[config.mk]
export PLATFORM = sky130hd
export DESIGN_NAME = vsfa_top
export DESIGN_NICKNAME = d
export VERILOG_FILES = /design/src/rtl/vsfa_pkg.sv /design/src/rtl/vsfa_cursor.sv /design/src/rtl/vsfa_slot.sv /design/src/rtl/vsfa_swap.sv /design/src/rtl/vsfa_top.sv
export SDC_FILE = /design/constraint.sdc
export NUM_CORES = 1
export LEC_CHECK = 0
export ABC_CLOCK_PERIOD_IN_PS = 4170
export CAP_MARGIN = 20
export CORE_ASPECT_RATIO = 0.75
export CORE_MARGIN = 2
export CORE_UTILIZATION = 49
export CTS_CLUSTER_SIZE = 8
export DETAILED_ROUTE_END_ITERATION = 10
export GPL_TIMING_DRIVEN = 0
export HOLD_SLACK_MARGIN = 0.08
export PLACE_DENSITY = 0.82
export SKIP_LAST_GASP = 1
export SYNTH_ARGS = -nofsm -noshare
export SYNTH_HDL_FRONTEND = slang
export SYNTH_SLANG_ARGS = --single-unit
[constraint.sdc]
create_clock -name clk -period 4.17 [get_ports clk]
set_input_delay 1.0425 -clock clk [delete_from_list [all_inputs] [get_ports clk]]
set_output_delay 1.0425 -clock clk [all_outputs]
set_load 0.005 [all_outputs]
[src/rtl/vsfa_pkg.sv]
package vsfa_pkg;
  typedef enum logic [2:0] {
    STEP_IDLE,
    STEP_LOAD,
    STEP_FIRST,
    STEP_SKIP,
    STEP_ADVANCE
  } step_e;
endpackage

[src/rtl/vsfa_cursor.sv]
module vsfa_cursor
  import vsfa_pkg::*;
#(
  parameter int OFS_W  = 21,
  parameter int SPAN_W = 11
) (
  input  logic              clk,
  input  logic              rst_n,
  input  logic              frame_start,
  input  logic              line_start,
  input  logic              take,
  input  logic [OFS_W-1:0]  base,
  input  logic [SPAN_W-1:0] width,
  input  logic [SPAN_W-1:0] skip,
  input  logic [OFS_W-1:0]  end_ofs,
  output logic [OFS_W-1:0]  cur,
  output logic              line_full,
  output logic              done
);
  localparam int CNT_W = SPAN_W + 1;

  step_e             step;
  logic              first_line;
  logic [CNT_W-1:0]  line_cnt;
  logic [CNT_W-1:0]  cnt_next;
  logic [OFS_W-1:0]  cur_next;
  logic [OFS_W-1:0]  projected;
  logic              completes_line;

  always_comb begin
    if (frame_start)     step = STEP_LOAD;
    else if (line_start) step = first_line ? STEP_FIRST : STEP_SKIP;
    else if (take)       step = STEP_ADVANCE;
    else                 step = STEP_IDLE;
  end

  assign cnt_next       = line_cnt + CNT_W'(2);
  assign cur_next       = cur + OFS_W'(2);
  assign projected      = cur_next + OFS_W'(skip);
  assign completes_line = (cnt_next >= {1'b0, width});
  assign line_full      = (line_cnt >= {1'b0, width});

  always_ff @(posedge clk or negedge rst_n) begin
    if (!rst_n) begin
      cur        <= '0;
      line_cnt   <= '0;
      first_line <= 1'b1;
      done       <= 1'b1;
    end else begin
      case (step)
        STEP_LOAD: begin
          cur        <= base;
          line_cnt   <= '0;
          first_line <= 1'b1;
          done       <= 1'b0;
        end
        STEP_FIRST: begin
          line_cnt   <= '0;
          first_line <= 1'b0;
        end
        STEP_SKIP: begin
          cur      <= cur + OFS_W'(skip);
          line_cnt <= '0;
        end
        STEP_ADVANCE: begin
          cur      <= cur_next;
          line_cnt <= cnt_next;
          if (completes_line && (projected == end_ofs)) done <= 1'b1;
        end
        default: ;
      endcase
    end
  end
endmodule

[src/rtl/vsfa_slot.sv]
module vsfa_slot #(
  parameter int AW = 27
) (
  input  logic          clk,
  input  logic          rst_n,
  input  logic          in_valid,
  output logic          in_ready,
  input  logic [AW-1:0] in_addr,
  output logic          out_valid,
  input  logic          out_ready,
  output logic [AW-1:0] out_addr
);
  assign in_ready = !out_valid || out_ready;

  always_ff @(posedge clk or negedge rst_n) begin
    if (!rst_n) begin
      out_valid <= 1'b0;
      out_addr  <= '0;
    end else if (in_ready) begin
      out_valid <= in_valid;
      if (in_valid) out_addr <= in_addr;
    end
  end
endmodule

[src/rtl/vsfa_swap.sv]
module vsfa_swap #(
  parameter int DATA_W = 32
) (
  input  logic              hw_swap,
  input  logic              byte_swap,
  input  logic [DATA_W-1:0] din,
  output logic [DATA_W-1:0] dout
);
  localparam int HALF_W = DATA_W / 2;
  localparam int N16    = DATA_W / 16;

  logic [DATA_W-1:0] stage1;

  assign stage1 = hw_swap ? {din[HALF_W-1:0], din[DATA_W-1:HALF_W]} : din;

  for (genvar g = 0; g < N16; g++) begin : g_lane
    assign dout[g*16 +: 16] = byte_swap ? {stage1[g*16 +: 8], stage1[g*16+8 +: 8]}
                                        : stage1[g*16 +: 16];
  end
endmodule

[src/rtl/vsfa_top.sv]
module vsfa_top #(
  parameter int BANK_W = 7,
  parameter int OFS_W  = 21,
  parameter int SPAN_W = 11,
  parameter int DATA_W = 32,
  localparam int AW    = BANK_W + OFS_W - 1
) (
  input  logic              clk,
  input  logic              rst_n,
  input  logic [BANK_W-1:0] cfg_bank,
  input  logic [OFS_W-1:0]  cfg_base,
  input  logic [SPAN_W-1:0] cfg_width,
  input  logic [SPAN_W-1:0] cfg_skip,
  input  logic [OFS_W-1:0]  cfg_end,
  input  logic              cfg_hw_swap,
  input  logic              cfg_byte_swap,
  input  logic              frame_start,
  input  logic              line_start,
  input  logic              fetch_valid,
  output logic              fetch_ready,
  output logic              addr_valid,
  input  logic              addr_ready,
  output logic [AW-1:0]     addr_word,
  output logic              frame_done,
  input  logic              rd_valid,
  output logic              rd_ready,
  input  logic [DATA_W-1:0] rd_data,
  output logic              px_valid,
  input  logic              px_ready,
  output logic [DATA_W-1:0] px_data
);
  logic [OFS_W-1:0] cur;
  logic             line_full;
  logic             slot_ready;
  logic             take;
  logic [AW-1:0]    next_word;

  assign fetch_ready = slot_ready && !frame_done && !line_full && !frame_start && !line_start;
  assign take        = fetch_valid && fetch_ready;
  assign next_word   = {cfg_bank, cur[OFS_W-1:1]};

  vsfa_cursor #(.OFS_W(OFS_W), .SPAN_W(SPAN_W)) u_cursor (
    .clk        (clk),
    .rst_n      (rst_n),
    .frame_start(frame_start),
    .line_start (line_start),
    .take       (take),
    .base       (cfg_base),
    .width      (cfg_width),
    .skip       (cfg_skip),
    .end_ofs    (cfg_end),
    .cur        (cur),
    .line_full  (line_full),
    .done       (frame_done)
  );

  vsfa_slot #(.AW(AW)) u_slot (
    .clk      (clk),
    .rst_n    (rst_n),
    .in_valid (take),
    .in_ready (slot_ready),
    .in_addr  (next_word),
    .out_valid(addr_valid),
    .out_ready(addr_ready),
    .out_addr (addr_word)
  );

  vsfa_swap #(.DATA_W(DATA_W)) u_swap (
    .hw_swap  (cfg_hw_swap),
    .byte_swap(cfg_byte_swap),
    .din      (rd_data),
    .dout     (px_data)
  );

  assign px_valid = rd_valid;
  assign rd_ready = px_ready;
endmodule

==> flow_summary.yaml, run 1 <==
synth:
  ys_top_cells_by_area: "dfrtp_1 24%, mux4_2 12%, ha_1 8.7%"
  ys_ff_latch: 62
  yosysTopAreaCell: "dfrtp_1"
  synthesis.area_per_instance_sq_um: 8.64
  yosys_most_used_dff: "dfrtp_1"
  syn-instance-count: 715
  synth_edf_count: 0
  synthTopCellsByCount: "131 x nand2_1, 60 x dfrtp_1, 46 x o21ai_0"
  synth_cell_types: 72
  async_flop_share_pct: 100
  netlist_area_sq_um: 6180
  syn_nets: 873
  ys_warn_count: 0
  yosysTopAreaCellShare_pct: 24.3
  synth_most_common_cell: "nand2_1"
  ys_seq_area_share_pct: 25.2
clock_network:
  clk_path_buf_depth: 2
  cts_num_sinks: 62
  post-cts-setup-buffer-count: 0
  numCtsBuffers: 9
  root_buffer: "clkbuf_16"
  cts_tree: "built"
  clk_latency_ns: 0.34
  holdBufCountCts: 0
  htreeDepth: 3
  clkTransAtPathRegs_ns: 0.06
floorplanning:
  num_rows: 35
  start_util_pct: 50.2
  core_sq_um: 12300
  die_area_sq_um: 13500
  die_w_um: 134
  die_h_um: 101
  io_pins: 177
finish:
  final_area_sq_um: 8420
  fin_nets: 1056
  areaGrowthSynthToFinish_pct: 36.2
  fillCellCount: 1034
  fin_cells: 1069
  antenna_cells: 0
  drive_gt1_share_pct: 10.2
route:
  drc: 0
  ant_nets: 0
  drtPass1Iterations: 6
  vias: 6385
  viasPerCell: 5.97
  wirelength_um: 19600
  drt_first_iter_violations: 569
  avgRoutedWirePerCell_um: 18.3
setup_path:
  critPathRequiredTime_ns: 4.42
  arrival_ns: 4.36
  setup.worst_path.end_class: "flip-flop"
  rr_startpoint: "u_cursor.cur[1]"
  cp-startpoint: "cfg_skip[0]"
  worst_setup_path_start_kind: "input pin"
  critPathKind: "input pin to flip-flop"
  path_max_fanout: 5
timing:
  hold_ws_ns: 0.465
  post-route-worst-setup-slack_ns: 0.0553
  slew_headroom_pct: 45.2
  fin_crit_sh_pct: 98.7
  fmax_ghz: 0.243
  fin_crit_ns: 4.11
  slew_violations: 0
  tightest_slew_ns: 0.822
  fin_skew_ns: 0.00525
  hold_violations: 0
  rsz0062_at_grt: "true"
  setup_viol: 0
placed_design:
  port_buffers: 171
  dp_cells: 1052
  placed_cell_area_sq_um: 8100
  post-dp-hpwl_um: 15100
  routabilityCongestion: 0.963
  dp_slack_ns: -0.407
run:
  max_cap_violations: 0
global_route:
  antenna_found_initial: 0
  grt_pass1_vias: 6195
  grt_pass1_wl_um: 31600
  track_usage_pct: 29.7
  grt_max_degree: 63
  grt_overflow_total: 0
hold_path:
  hp-start: "u_slot.out_addr[20]"
  hold_path.class: "flip-flop to flip-flop"
run_status:
  status: "finished clean"
pwr:
  power.total_mw: 2.71
  leakage_nw: 3.53
  peakVddDrop_mv: 0.217
  power_density_nw_per_um2: 322
## cell families after synthesis
kind of cell / after synthesis / share of synthesized area, %
flip-flops: 62 / 25.2
multiplexers: 36 / 12.3
AO/OA/AOI/OAI: 174 / 18.4
buffers and inverters: 68 / 4.66
AND/OR/NAND/NOR: 267 / 20.6
XOR/XNOR: 63 / 9.48
adder cells (fa/ha/maj): 45 / 9.36
## per-stage QoR
step / setup TNS, ns / util, %
6_report: 0 / 68.4
5_1_grt: -0.0977 / 68.4
4_1_cts: 0 / 68.2
3_5_place_dp: -16.14 / 65.8
3_3_place_gp: -18.06 / 65.8
2_1_floorplan: 0 / -
## final timing paths
| path | to | slack [ns] | cells after the start |
|---|---|---|---|
| max | u_cursor.done | 0.06 | 13 |
| min | u_slot.out_addr[20] | 0.47 | 2 |
| min reg2reg | u_slot.out_addr[20] | 0.47 | 2 |
| max reg2reg | u_cursor.done | 0.23 | 15 |
| max in group asynchronous | u_cursor.cur[1] | 2.80 | 1 |
| min in group asynchronous | u_slot.out_addr[22] | 0.80 | 1 |
## per-layer routing
| layer | GRT usage [%] | vias to the layer above | share of wire (%) |
|---|---|---|---|
| li1 | - | 2965 | - |
| met1 | 41.7 | 3017 | 45 |
| met2 | 46.9 | 368 | 44 |
| met3 | 7.21 | 35 | 9.7 |
| met4 | 6.63 | 0 | 1.8 |
| met5 | 0 | - | 0 |
## critical path, stage by stage
cell and delay [ns]:
clkdlybuf4s50_1 0.46, ha_1 0.27, fa_1 0.51, xnor2_1 0.16, a211oi_1 0.26, o31ai_1 0.13
a221oi_1 0.26, nand4_1 0.18, a311oi_1 0.33, o211ai_1 0.14, nor3_1 0.19, o2111ai_1 0.20
o41ai_2 0.23
## layout by cell type, fill, tap and decap left out, drive strengths merged, types with 4 or more instances in the layout
cell	instances
nand3	29
a211oi	7
o22a	4
mux4	32
a21o	9
a221oi	6
xnor2	43
o21ai	50
xor2	20
nor2	44
ha	43
and3	11
o211ai	4
nor2b	5
a21oi	37
clkdlybuf4s50	169
a31oi	9
o21bai	5
o21a	12
inv	31
buf	10
nor4	6
clkbuf	42
dfrtp	60
a22oi	6
o31ai	4
nand2	131
nand4	9
nor3	14
## where the power goes
part,internal [mW],switching [mW],leakage [nW]
clock network,0.418,0.289,0.132
logic,0.621,0.618,2.63
registers,0.692,0.0760,0.773
## timing repair
item / CTS / global route
gates resized for setup: 6 / 12
pin swaps: 0 / 3
endpoints found under the setup margin: 32 / 46
## flip-flops by register name (all words and copies together), names as in the netlist
name,cells
u_cursor.done,1
u_cursor.line_cnt,11
u_cursor.first_line,1
u_slot.out_addr,27
u_slot.out_valid,1
u_cursor.cur,21
## final cells by class
| cell class | instances | area, sq um | area share (%) |
|---|---|---|---|
| timing repair buffer | 172 | 1710 | 20.3 |
| clock buffer | 11 | 243 | 2.88 |
| buffer | 38 | 183 | 2.17 |
| clock inverter | 5 | 33.8 | 0.401 |
| sequential | 62 | 1560 | 18.5 |
| multi-input combinational | 585 | 4370 | 51.9 |
| tap | 166 | 208 | 2.47 |
| inverter | 30 | 113 | 1.34 |
No activity file was read; power rests on OpenSTA's default activity.
==> run 2: changes to the inputs <==
--- a/config.mk
+++ b/config.mk
@@ -14,6 +14,7 @@
 export DETAILED_ROUTE_END_ITERATION = 10
 export GPL_TIMING_DRIVEN = 0
 export HOLD_SLACK_MARGIN = 0.08
+export MAX_ROUTING_LAYER = met4
 export PLACE_DENSITY = 0.82
 export SKIP_LAST_GASP = 1
 export SYNTH_ARGS = -nofsm -noshare
==> run 2 against run 1 <==
Net effect: clock skew increased by 0.0037 ns; register-to-register slack better by 0.06 ns; design area rose by 0.42%; sequential power is essentially flat; utilization increased by 0.28 points; global-route usage increased by 0.15 points; critical endpoint is now fetch_ready.
==> flow_summary.yaml, run 2 (same netlist as run 1, synthesis figures left out) <==
run_status:
  status: "finished clean"
pwr:
  power.total_mw: 2.72
  power_density_nw_per_um2: 322
  peakVddDrop_mv: 0.217
  leakage_nw: 3.55
finish:
  areaGrowthSynthToFinish_pct: 36.8
  final_cell_mix: "169 x clkdlybuf4s50_1, 130 x nand2_1, 59 x dfrtp_1, 46 x o21ai_0"
  reg_top3: "u_slot.out_addr: 27 flops, u_cursor.cur: 21 flops, u_cursor.line_cnt: 11 flops"
  largest_reg_flops: 27
  final_area_sq_um: 8450
  final_common_cell: "clkdlybuf4s50_1"
  antenna_cells: 0
  drive_gt1_share_pct: 10.7
  fin_nets: 1057
  utilization_pct: 68.7
  fillCellCount: 1016
  fin_cells: 1070
  top_register: "u_slot.out_addr"
run:
  max_cap_violations: 0
clock_network:
  numCtsBuffers: 9
  clk_latency_ns: 0.34
  cts_num_sinks: 62
  htreeDepth: 3
  root_buffer: "clkbuf_16"
  clk_path_buf_depth: 2
  holdBufCountCts: 0
  cts_tree: "built"
  clkTransAtPathRegs_ns: 0.05
route:
  viasPerCell: 5.89
  vias: 6306
  drt_first_iter_violations: 578
  drtPass1Iterations: 5
  drc: 0
  ant_nets: 0
  avgRoutedWirePerCell_um: 17.6
  wirelength_um: 18900
global_route:
  grt_pass1_vias: 6088
  grt_max_degree: 63
  antenna_found_initial: 0
  grt_pass1_wl_um: 30900
  track_usage_pct: 29.8
  grt_overflow_total: 0
floorplanning:
  die_h_um: 101
  io_pins: 177
  num_rows: 35
  die_w_um: 134
  die_area_sq_um: 13500
  start_util_pct: 50.2
  core_sq_um: 12300
setup_path:
  crit_path_max_incr_delay_ns: 0.46
  worst_setup_path_start_kind: "input pin"
  rr_startpoint: "u_cursor.cur[1]"
  setup.worst_path.end_class: "output port"
  critPathKind: "input pin to output port"
  cp-startpoint: "cfg_width[1]"
  crit_chain: "clkdlybuf4s50_1 -> inv_1 -> ha_1 -> o21bai_1 -> a21o_1 -> a2111oi_4 -> o21ai_1 -> a21boi_2 -> dlygate4sd2_1"
  arrival_ns: 3.04
  critPathRequiredTime_ns: 3.13
  crit_path_top_delay_cell: "clkdlybuf4s50_1"
  path_max_fanout: 2
placed_design:
  placed_cell_area_sq_um: 8100
  dp_cells: 1052
  dp_slack_ns: -0.390
  port_buffers: 171
  routabilityCongestion: 0.971
  post-dp-hpwl_um: 14500
timing:
  fmax_ghz: 0.245
  fin_crit_ns: 4.08
  fin_skew_ns: 0.00898
  post-route-worst-setup-slack_ns: 0.0858
  fin_crit_sh_pct: 97.9
  slew_violations: 0
  slew_headroom_pct: 45.6
  setup_viol: 0
  rsz0062_at_grt: "true"
  hold_violations: 0
  hold_ws_ns: 0.466
  setup_tns_ns: 0
  tightest_slew_ns: 0.816
hold_path:
  hold_path.class: "flip-flop to flip-flop"
  hp-start: "u_slot.out_addr[20]"
[run 2: critical path: cells and delay by family]
family | cells | cell delay [ns]
AO/OA/AOI/OAI | 5 | 0.94
buffers and inverters | 3 | 0.79
adder cells (fa/ha/maj) | 1 | 0.28
[run 2: repair_timing]
item | CTS | global route
gates cloned | 0 | 0
resized for setup | 5 | 17
setup buffers | 0 | 1
setup endpoints to repair | 23 | 51
pin swaps | 1 | 2
[run 2: cell type report]
class | instances | area (sq um) | area share, %
Timing Repair Buffer | 173 | 1720 | 20.4
Sequential cell | 62 | 1560 | 18.4
Buffer | 38 | 184 | 2.18
Clock inverter | 4 | 30.0 | 0.355
Tap cell | 166 | 208 | 2.46
Multi-Input combinational cell | 585 | 4380 | 51.9
Inverter | 30 | 113 | 1.33
Clock buffer | 12 | 256 | 3.04
[run 2: per-layer routing]
| layer | part of all wire [%] | GRT usage [%] | vias to the layer above |
|---|---|---|---|
| li1 | - | - | 2966 |
| met1 | 47 | 42.6 | 2979 |
| met2 | 44 | 44.3 | 335 |
| met3 | 8.5 | 5.46 | 26 |
| met4 | 1.2 | 6.71 | 0 |
| met5 | 0 | - | - |
[run 2: final timing paths]
kind | to | slack (ns) | cells past startpoint
worst min-delay path | u_slot.out_addr[20] | 0.47 | 2
worst max register to register | u_cursor.done | 0.29 | 15
max in group asynchronous | u_cursor.cur[1] | 2.81 | 1
worst max-delay path | fetch_ready | 0.09 | 9
worst min register to register | u_slot.out_addr[20] | 0.47 | 2
min in group asynchronous | u_slot.out_addr[21] | 0.80 | 1
[run 2: where the power goes]
part           leakage, nW  internal [mW]  total, mW  switching [mW]
sequential           0.773          0.692      0.768          0.0758
combinational         2.64          0.623       1.23           0.606
clock                0.139          0.437      0.726           0.289
total                 3.55           1.75       2.72           0.971
==> run 3: changes to the inputs <==
--- a/config.mk
+++ b/config.mk
@@ -5,17 +5,17 @@
 export SDC_FILE = /design/constraint.sdc
 export NUM_CORES = 1
 export LEC_CHECK = 0
-export ABC_CLOCK_PERIOD_IN_PS = 4170
+export ABC_CLOCK_PERIOD_IN_PS = 3700
 export CAP_MARGIN = 20
 export CORE_ASPECT_RATIO = 0.75
 export CORE_MARGIN = 2
-export CORE_UTILIZATION = 49
+export CORE_UTILIZATION = 45
 export CTS_CLUSTER_SIZE = 8
 export DETAILED_ROUTE_END_ITERATION = 10
 export GPL_TIMING_DRIVEN = 0
 export HOLD_SLACK_MARGIN = 0.08
 export MAX_ROUTING_LAYER = met4
-export PLACE_DENSITY = 0.82
+export PLACE_DENSITY = 0.79
 export SKIP_LAST_GASP = 1
 export SYNTH_ARGS = -nofsm -noshare
 export SYNTH_HDL_FRONTEND = slang
==> constraint.sdc (replaced) <==
create_clock -name clk -period 3.7 [get_ports clk]
set_input_delay 0.925 -clock clk [delete_from_list [all_inputs] [get_ports clk]]
set_output_delay 0.925 -clock clk [all_outputs]
set_load 0.005 [all_outputs]
==> run 3 against run 2 <==
Net effect: clock power is 12% higher; utilization is 4.5 points lower; sequential power is 13% higher; critical path depth is 2 higher; clock-buffer cell count stayed put; design area is 2.9% higher; critical path type is now input pin to flip-flop; non-clock buffer count is 3 higher; flip-flop and latch count stayed put; die area is 8.6% higher; global-route usage is 2.1 points lower; largest cell class unchanged; combinational power is 20% higher.
==> flow_summary.yaml, run 3 (same netlist as run 1, synthesis figures left out) <==
placed_design:
  placed_cell_area_sq_um: 8110
  dp_cells: 1061
  routabilityCongestion: 0.960
  post-dp-hpwl_um: 15200
  dp_slack_ns: -0.703
  port_buffers: 171
clock_network:
  numCtsBuffers: 9
  htreeDepth: 3
  clkTransAtPathRegs_ns: 0.06
  cts_tree: "built"
  root_buffer: "clkbuf_16"
  holdBufCountCts: 0
  clk_path_buf_depth: 2
  clk_latency_ns: 0.33
  cts_num_sinks: 62
setup_path:
  arrival_ns: 3.93
  setup.worst_path.end_class: "flip-flop"
  critPathKind: "input pin to flip-flop"
  path_max_fanout: 8
  critPathRequiredTime_ns: 3.94
  worst_setup_path_start_kind: "input pin"
floorplanning:
  die_area_sq_um: 14700
  io_pins: 177
  die_w_um: 139
  num_rows: 37
  start_util_pct: 45.5
  core_sq_um: 13600
  die_h_um: 105
run_status:
  status: "finished clean"
finish:
  seq_area_sq_um: 1560
  multiInputGateArea_sq_um: 4560
  top_register: "u_slot.out_addr"
  utilization_pct: 64.1
  fin_cells: 1082
  antenna_cells: 0
  final_common_cell: "clkdlybuf4s50_1"
  fillCellCount: 1145
  drive_gt1_share_pct: 14.7
  largest_reg_flops: 27
  reg_top3: "u_slot.out_addr: 27 flops, u_cursor.cur: 21 flops, u_cursor.line_cnt: 11 flops"
  final_area_sq_um: 8700
  final_cell_mix: "164 x clkdlybuf4s50_1, 130 x nand2_1, 56 x dfrtp_1, 46 x o21ai_0, 40 x nor2_1"
  areaGrowthSynthToFinish_pct: 40.8
  fin_nets: 1060
timing:
  hold_violations: 0
  fmax_ghz: 0.271
  tightest_slew_ns: 0.835
  slew_headroom_pct: 44.3
  hold_ws_ns: 0.462
  post-route-worst-setup-slack_ns: 0.00750
  fin_crit_sh_pct: 99.8
  fin_crit_ns: 3.69
  fin_skew_ns: 0.00729
  slew_violations: 0
  setup_viol: 0
  rsz0062_at_grt: "true"
pwr:
  seq_power_share_pct: 27.5
  peakVddDrop_mv: 0.256
  switching_share_pct: 36.0
  power_density_nw_per_um2: 363
  p_clk_share_pct: 25.7
  power_frac_comb_pct: 46.8
  p_switching_mw: 1.14
  p_int_mw: 2.02
  leakage_nw: 3.67
route:
  avgRoutedWirePerCell_um: 18.7
  ant_nets: 0
  wirelength_met1_um: 9010
  wirelength_um: 20200
  route.met3.wl_um: 1820
  viasPerCell: 5.91
  route.top_layer_used: "met4"
  drc: 0
  vias: 6391
  routed-wl-met2_um: 9000
  drt_first_iter_violations: 593
  drtPass1Iterations: 6
global_route:
  track_usage_pct: 27.7
  grt_pass1_vias: 5903
  grt_pass1_wl_um: 31600
  grt_overflow_total: 0
  antenna_found_initial: 0
  grt_max_degree: 63
run:
  max_cap_violations: 0
hold_path:
  hold_path.class: "flip-flop to flip-flop"
[run 3: cell types whose count changed in the layout (fill, tap and decap cells not counted), moves of 4 or more]
cell and change:
buf_4 +5, clkbuf_1 -6, clkdlybuf4s50_1 -5, dlymetal6s2s_1 +4, ha_1 -4, ha_4 +4, xnor2_1 -4, xnor2_2 +4
[run 3: final timing paths]
check	from	end	slack, ns	cells after the start
setup / recovery	cfg_skip[6]	u_cursor.done	0.008	11
hold / removal	u_slot.out_addr[14]	u_slot.out_addr[14]	0.46	2
setup reg to reg	u_cursor.cur[3]	u_cursor.done	0.05	14
hold reg to reg	u_slot.out_addr[14]	u_slot.out_addr[14]	0.46	2
max in group asynchronous	rst_n	u_cursor.cur[1]	2.41	1
min in group asynchronous	rst_n	u_slot.out_addr[24]	0.69	1
[run 3: routing by layer]
metal	track usage, %	up-vias
li1	-	2976
met1	40.0	3037
met2	40.7	342
met3	5.00	36
met4	6.71	0
met5	-	-
[run 3: power groups by stage]
| stage | combinational [mW] | sequential [mW] | clock [mW] |
|---|---|---|---|
| finish | 1.48 | 0.868 | 0.812 |
| global route | 1.60 | 0.881 | 0.852 |
| CTS | 1.40 | 0.866 | 0.821 |
| detailed placement | 1.36 | 0.875 | 0 |
| global placement | 1.34 | 0.874 | 0 |
| floorplan | 0.812 | 0.865 | 0 |
[run 3: layout make-up]
class	count	share of cell area, %
buffer	36	2.16
clock buffer	12	2.95
clock inverter	4	0.360
inverter	30	1.29
multi-input combinational	585	52.5
sequential	62	17.9
tap	175	2.52
timing repair buffer	178	20.3
[run 3: repair_timing]
item                                    4_1_cts  5_1_grt
hold endpoints to repair                      0        0
endpoints found under the setup margin       83       64
gates resized for setup                      37       40
pin swaps                                     5       13
buffers inserted                              3        4
[run 3: per-stage QoR]
| stage | TNS, ns | total power [mW] |
|---|---|---|
| final | 0 | 3.16 |
| after global routing | -0.125 | 3.33 |
| after CTS | -0.0154 | 3.09 |
| after detailed placement | -43.85 | 2.23 |
| after global placement | -65.21 | 2.21 |
| after floorplan | 0 | 1.68 |
[run 3: critical path, stage by stage]
cell and delay (ns):
clkdlybuf4s50_1 0.47, ha_1 0.45, a21o_1 0.29, a31o_2 0.26, a221oi_1 0.28, nand4_1 0.18, a311oi_2 0.25, o211ai_1 0.18
nor3_4 0.16, o2111ai_2 0.17, o41ai_2 0.30
